<file path="config.mk">
export PLATFORM = sky130hd
export DESIGN_NAME = frac_mul
export DESIGN_NICKNAME = d
export VERILOG_FILES = /design/src/rtl/frac_mul_pkg.sv /design/src/rtl/frac_mul_opnd.sv /design/src/rtl/frac_mul_core.sv /design/src/rtl/frac_mul_flags.sv /design/src/rtl/frac_mul.sv
export SDC_FILE = /design/constraint.sdc
export NUM_CORES = 1
export LEC_CHECK = 0
export ABC_AREA = 1
export CORE_ASPECT_RATIO = 0.5
export CORE_MARGIN = 2
export CORE_UTILIZATION = 50
export DETAILED_ROUTE_END_ITERATION = 7
export PLACE_DENSITY = 0.85
export SKIP_LAST_GASP = 1
export SYNTH_ARGS = -nofsm -noshare
export SYNTH_HDL_FRONTEND = slang
export SYNTH_SLANG_ARGS = --single-unit
</file>
<file path="constraint.sdc">
create_clock -name clk -period 4.51 [get_ports clk]
set_input_delay 1.353 -clock clk [delete_from_list [all_inputs] [get_ports clk]]
set_output_delay 1.353 -clock clk [all_outputs]
set_load 0.05 [all_outputs]
</file>
<file path="src/rtl/frac_mul_pkg.sv">
package frac_mul_pkg;

   typedef enum logic [1:0] {
      SGN_UU  = 2'b00,
      SGN_SS  = 2'b01,
      SGN_SU  = 2'b10,
      SGN_SPR = 2'b11
   } sgn_sel_e;

   typedef struct packed {
      logic     frac;
      sgn_sel_e sgn;
   } mode_t;

   localparam int unsigned MODE_BITS = $bits(mode_t);

endpackage

</file>
<file path="src/rtl/frac_mul_opnd.sv">
module frac_mul_opnd
   import frac_mul_pkg::*;
#(
   parameter int unsigned W = 8
) (
   input  logic [W-1:0]  opa,
   input  logic [W-1:0]  opb,
   input  sgn_sel_e      sgn,
   output logic [W:0]    opa_x,
   output logic [W:0]    opb_x
);

   logic a_is_signed;
   logic b_is_signed;

   always_comb begin
      a_is_signed = (sgn == SGN_SS) || (sgn == SGN_SU);
      b_is_signed = (sgn == SGN_SS);
   end

   // one extra bit per operand lets a single signed core cover all modes
   assign opa_x = {a_is_signed & opa[W-1], opa};
   assign opb_x = {b_is_signed & opb[W-1], opb};

endmodule

</file>
<file path="src/rtl/frac_mul_core.sv">
module frac_mul_core #(
   parameter int unsigned W         = 8,
   parameter bit          ARRAY_IMP = 1'b0
) (
   input  logic [W:0]     opa_x,
   input  logic [W:0]     opb_x,
   output logic [2*W-1:0] prod
);

   localparam int unsigned XW = W + 1;
   localparam int unsigned FW = 2 * XW;

   logic [FW-1:0] full;

   generate
      if (!ARRAY_IMP) begin : g_operator
         logic signed [FW-1:0] sa;
         logic signed [FW-1:0] sb;
         always_comb begin
            sa   = FW'($signed(opa_x));
            sb   = FW'($signed(opb_x));
            full = sa * sb;
         end
      end else begin : g_array
         logic [FW-1:0] a_ext;
         always_comb begin
            a_ext = {{XW{opa_x[W]}}, opa_x};
            full  = '0;
            for (int i = 0; i < W; i++) begin
               if (opb_x[i]) full = full + (a_ext << i);
            end
            // top bit of the extended multiplier carries negative weight
            if (opb_x[W]) full = full - (a_ext << W);
         end
      end
   endgenerate

   assign prod = full[2*W-1:0];

endmodule

</file>
<file path="src/rtl/frac_mul_flags.sv">
module frac_mul_flags #(
   parameter int unsigned W = 8
) (
   input  logic [2*W-1:0] raw,
   input  logic           frac,
   output logic [2*W-1:0] res,
   output logic           zero,
   output logic           carry
);

   always_comb begin
      carry = raw[2*W-1];
      res   = frac ? {raw[2*W-2:0], 1'b0} : raw;
      zero  = (res == '0);
   end

endmodule

</file>
<file path="src/rtl/frac_mul.sv">
module frac_mul
   import frac_mul_pkg::*;
#(
   parameter int unsigned W         = 8,
   parameter bit          ARRAY_IMP = 1'b0
) (
   input  logic          clk,
   input  logic          rst_n,
   input  logic          start_i,
   input  logic [2:0]    mode_i,
   input  logic [W-1:0]  opa_i,
   input  logic [W-1:0]  opb_i,
   output logic          done_o,
   output logic [W-1:0]  prod_hi_o,
   output logic [W-1:0]  prod_lo_o,
   output logic          flag_z_o,
   output logic          flag_c_o
);

   localparam int unsigned PW = 2 * W;

   generate
      if (W < 2) begin : g_bad_width
         $error("frac_mul: W must be at least 2");
      end
      if (MODE_BITS != 3) begin : g_bad_mode
         $error("frac_mul: mode field must be 3 bits");
      end
   endgenerate

   // stage 1: operand capture
   logic          s1_v;
   logic [W-1:0]  s1_a;
   logic [W-1:0]  s1_b;
   mode_t         s1_mode;
   logic          s1_frac;
   logic          accept;

   assign accept  = start_i && !s1_v;
   assign s1_frac = s1_mode.frac;

   always_ff @(posedge clk or negedge rst_n) begin
      if (!rst_n) begin
         s1_v    <= 1'b0;
         s1_a    <= '0;
         s1_b    <= '0;
         s1_mode <= '0;
      end else begin
         s1_v <= accept;
         if (accept) begin
            s1_a    <= opa_i;
            s1_b    <= opb_i;
            s1_mode <= mode_t'(mode_i);
         end
      end
   end

   // stage 2: multiply, shift, flags
   logic [W:0]    a_x;
   logic [W:0]    b_x;
   logic [PW-1:0] raw;
   logic [PW-1:0] res;
   logic          z_n;
   logic          c_n;

   frac_mul_opnd #(.W(W)) u_opnd (
      .opa   (s1_a),
      .opb   (s1_b),
      .sgn   (s1_mode.sgn),
      .opa_x (a_x),
      .opb_x (b_x)
   );

   frac_mul_core #(.W(W), .ARRAY_IMP(ARRAY_IMP)) u_core (
      .opa_x (a_x),
      .opb_x (b_x),
      .prod  (raw)
   );

   frac_mul_flags #(.W(W)) u_flags (
      .raw   (raw),
      .frac  (s1_frac),
      .res   (res),
      .zero  (z_n),
      .carry (c_n)
   );

   always_ff @(posedge clk or negedge rst_n) begin
      if (!rst_n) begin
         done_o    <= 1'b0;
         prod_hi_o <= '0;
         prod_lo_o <= '0;
         flag_z_o  <= 1'b0;
         flag_c_o  <= 1'b0;
      end else begin
         done_o <= s1_v;
         if (s1_v) begin
            prod_hi_o <= res[PW-1:W];
            prod_lo_o <= res[W-1:0];
            flag_z_o  <= z_n;
            flag_c_o  <= c_n;
         end
      end
   end

endmodule

</file>
==> impl_metrics.env <==
export IMPL_peak_vdd_ir_uv=383
export IMPL_layout_setup_ws_ns=-0.371
export IMPL_numPortBuffers=40
export IMPL_timing_critical_path_to_type="register"
export IMPL_syn_num_nets=766
export IMPL_finalHoldWorstSlack_ns=0.482
export IMPL_clock_path_buffers=2
export IMPL_synth_largest_area_cell="fa_1"
export IMPL_gp_congestion=0.925
export IMPL_dpl_hpwl_um=8710
export IMPL_worstHoldPathType="register to register"
export IMPL_antenna_cells_inserted=0
export IMPL_core_area_mm2=0.00942
export IMPL_vias_per_cell=4.86
export IMPL_timing_reg2reg_worst_path_depth=25
export IMPL_first_pass_grt_wire_length_um=19400
export IMPL_die_width_um=143
export IMPL_synthesis_yosys_warnings=0
export IMPL_worst_hold_path_num_cells=2
export IMPL_finalCritPeriodShare_pct=108
export IMPL_power_density_mw_per_mm2=749
export IMPL_skew_ns=0.00364
export IMPL_synth_edf_count=0
export IMPL_placed_cells=860
export IMPL_initial_core_util_pct=51.2
export IMPL_insertion_delay_ns=0.28
export IMPL_violated_checks="setup timing"
export IMPL_avgRoutedWirePerCell_um=13.3
export IMPL_fp_dieH_um=73.4
export IMPL_cts_hold_fix_buffers=0
export IMPL_worst_endpoint_required_ns=4.73
export IMPL_row_count=25
export IMPL_antenna_found_initial=0
export IMPL_drt_iter0_markers=326
export IMPL_power_leakage_uw=0.00351
export IMPL_syn_area_mm2=0.00482
export IMPL_grt_setup_unrepaired="yes"
export IMPL_worst_endpoint_arrival_ns=5.10
export IMPL_worst_setup_hold_path_clk_slew_ns=0.06
export IMPL_ios=41
export IMPL_postSynth_asyncResetShare_pct=100
export IMPL_post_synth_top_area_share_pct=26.2
export IMPL_post_dp_cell_area_mm2=0.00577
export IMPL_first_global_vias=4301
export IMPL_groute_usage_overall_pct=23.5
export IMPL_cp_start_kind="register"
export IMPL_syn_inst=647
export IMPL_max_cap_violations=0
export IMPL_tightest_slew_ns=0.867
export IMPL_drc=0
export IMPL_number_of_detailed_route_iterations_in_the_first_pass=7
export IMPL_instances_no_fill=878
export IMPL_timing_max_transition_violations_final=0
export IMPL_result_of_the_run="complete, but fails checks"
export IMPL_final_hold_viol_count=0
export IMPL_fp_dieArea_mm2=0.0105
export IMPL_path_max_fanout=5
export IMPL_drive_gt1_share_pct=19.4
export IMPL_yosys_cell_types_count=29
export IMPL_layout_nets=861
export IMPL_synth_seq_cells=39
export IMPL_cts_root_buf="clkbuf_16"
export IMPL_synthesis_area_per_instance_um2=7.45
export IMPL_largest_net_degree_at_the_start_of_global_routing=40
export IMPL_totalWireLength_um=11700
export IMPL_worst_setup_path_type="register to register"
export IMPL_finalSetupViolations=9
export IMPL_synth_area_top_cells="fa_1 (26%), dfrtp_1 (20%), nand2_1 (17%)"
export IMPL_cts_inserted_buffers=5
export IMPL_cts_tree="done"
export IMPL_final_instance_area_mm2=0.00618
export IMPL_clock_sinks=39
export IMPL_totalPowerFinal_uw=4630
export IMPL_global_route_overflow_total=0
export IMPL_pre_cts_slack_ns=-0.360
export IMPL_area_growth_from_synthesis_to_final_layout_pct=28.2
export IMPL_clock_tree_htree_level_count=2
export IMPL_ys_dominant_reg_cell="dfrtp_1"
export IMPL_via_count=4263
export IMPL_timing_fmax_mhz=205
export IMPL_timing_slew_headroom_pct=42.2
export IMPL_final_period_minus_worst_setup_slack_ns=4.88
export IMPL_synth_sequential_area_ratio_pct=20.2
export IMPL_antenna_violating_nets_post_route=0
-- path summary, 6_finish.rpt --
check | slack [ns] | end | startpoint
max in group asynchronous | 2.78 | s1_b[3] | rst_n
setup / recovery | -0.37 | flag_z_o | s1_mode[1]
hold / removal | 0.48 | prod_hi_o[7] | prod_hi_o[7]
hold reg to reg | 0.48 | prod_hi_o[7] | prod_hi_o[7]
min in group asynchronous | 1.18 | prod_lo_o[0] | rst_n
setup reg to reg | -0.37 | flag_z_o | s1_mode[1]
-- worst max-delay path: stages (launching register included) --
cell and delay, ns:
dfrtp_1 0.37, inv_2 0.08, ha_4 0.14, nand2_4 0.05, or2_4 0.23, fa_1 0.46, fa_1 0.52, inv_2 0.05
fa_1 0.50, fa_1 0.52, inv_1 0.05, fa_1 0.50, inv_2 0.05, ha_4 0.31, nand2_4 0.07, nor2_4 0.11
nand2_2 0.08, nand4_1 0.12, nand3_1 0.09, nand2_1 0.11, nand2_1 0.07, nor2_2 0.12, nand2_1 0.08, nor2_2 0.07
nand2_1 0.05, nand2_1 0.05
-- cell type report --
type | instances | area (um^2)
Clock buffer | 7 | 133
Inverter | 151 | 572
Tap cell | 135 | 169
Timing Repair Buffer | 114 | 963
Clock inverter | 1 | 5.00
Sequential cell | 39 | 976
Fill cell | 686 | 3240
Multi-Input combinational cell | 431 | 3360
-- power by group --
group	total (uW)	leakage [uW]	internal [uW]	switching, uW
clock network	340	0.0000679	204	136
registers	518	0.000476	441	76.7
logic	3770	0.00297	1710	2060
total	4630	0.00351	2360	2270
-- cells in the mapped netlist, types with 3 or more instances --
cell and number:
clkbuf_1 15, nor2_1 30, nand2_1 222, nand2_2 6, dfrtp_1 39, inv_1 148, o21ai_1 3, nand3_1 31
fa_1 63, ha_1 34, o21ai_0 12, a21oi_1 4, buf_2 5, nand3b_1 3, nor2_2 4, buf_6 5
a31oi_1 6
-- state kept, by name, indices dropped and copies added (netlist names) --
signal     count
s1_frac        1
s1_b           8
flag_c_o       1
prod_lo_o      8
s1_v           1
done_o         1
flag_z_o       1
s1_mode        2
s1_a           8
prod_hi_o      8
-- layout by cell type, fill, tap and decap left out, types with 2 or more instances in the layout --
master and count:
a21oi_1 2, a21oi_2 2, a31oi_1 6, buf_4 73, clkbuf_1 2, clkbuf_16 5, clkdlybuf4s50_1 39, dfrtp_1 39
fa_1 62, ha_1 23, ha_4 11, inv_1 140, inv_2 10, nand2_1 210, nand2_2 16, nand2_4 4
nand3_1 30, nand3b_1 3, nand4_1 2, nor2_1 23, nor2_2 7, nor2_4 6, o21ai_0 9, o21ai_1 6
-- cells by family (layout without fill, tap and decap cells) --
family / after synthesis / count (layout) / synth area share (%)
adders and majority gates: 97 / 97 / 35.0
AOI/OAI and AO/OA: 27 / 27 / 3.24
DFF: 39 / 39 / 20.2
xor gates and xnor gates: 2 / 2 / 0.363
buffers and inverters: 177 / 273 / 14.9
and+or+nand+nor: 305 / 305 / 26.3
-- per-stage QoR --
| step | TNS, ns | utilization (%) |
|---|---|---|
| floorplan | -0.0816 | - |
| detailed placement | -1.79 | 61.3 |
| finish | -1.70 | 65.6 |
| CTS | -1.32 | 64.7 |
| global route | -3.43 | 65.6 |
| global placement | -0.819 | 61.3 |
-- what timing repair did --
item,4_1_cts,5_1_grt
pin swaps,14,11
gates resized for setup,23,20
setup buffers,11,1
setup endpoints to repair,10,10
-- metal layers --
layer  vias up  part of all wire [%]  track usage, %
met3        34                   6.6            5.80
met1      2013                    42            29.4
met5         -                     0               0
li1       2079                     -               -
met4         0                   2.5            7.81
met2       137                    49            40.8
No activity file was read; power rests on OpenSTA's default activity.
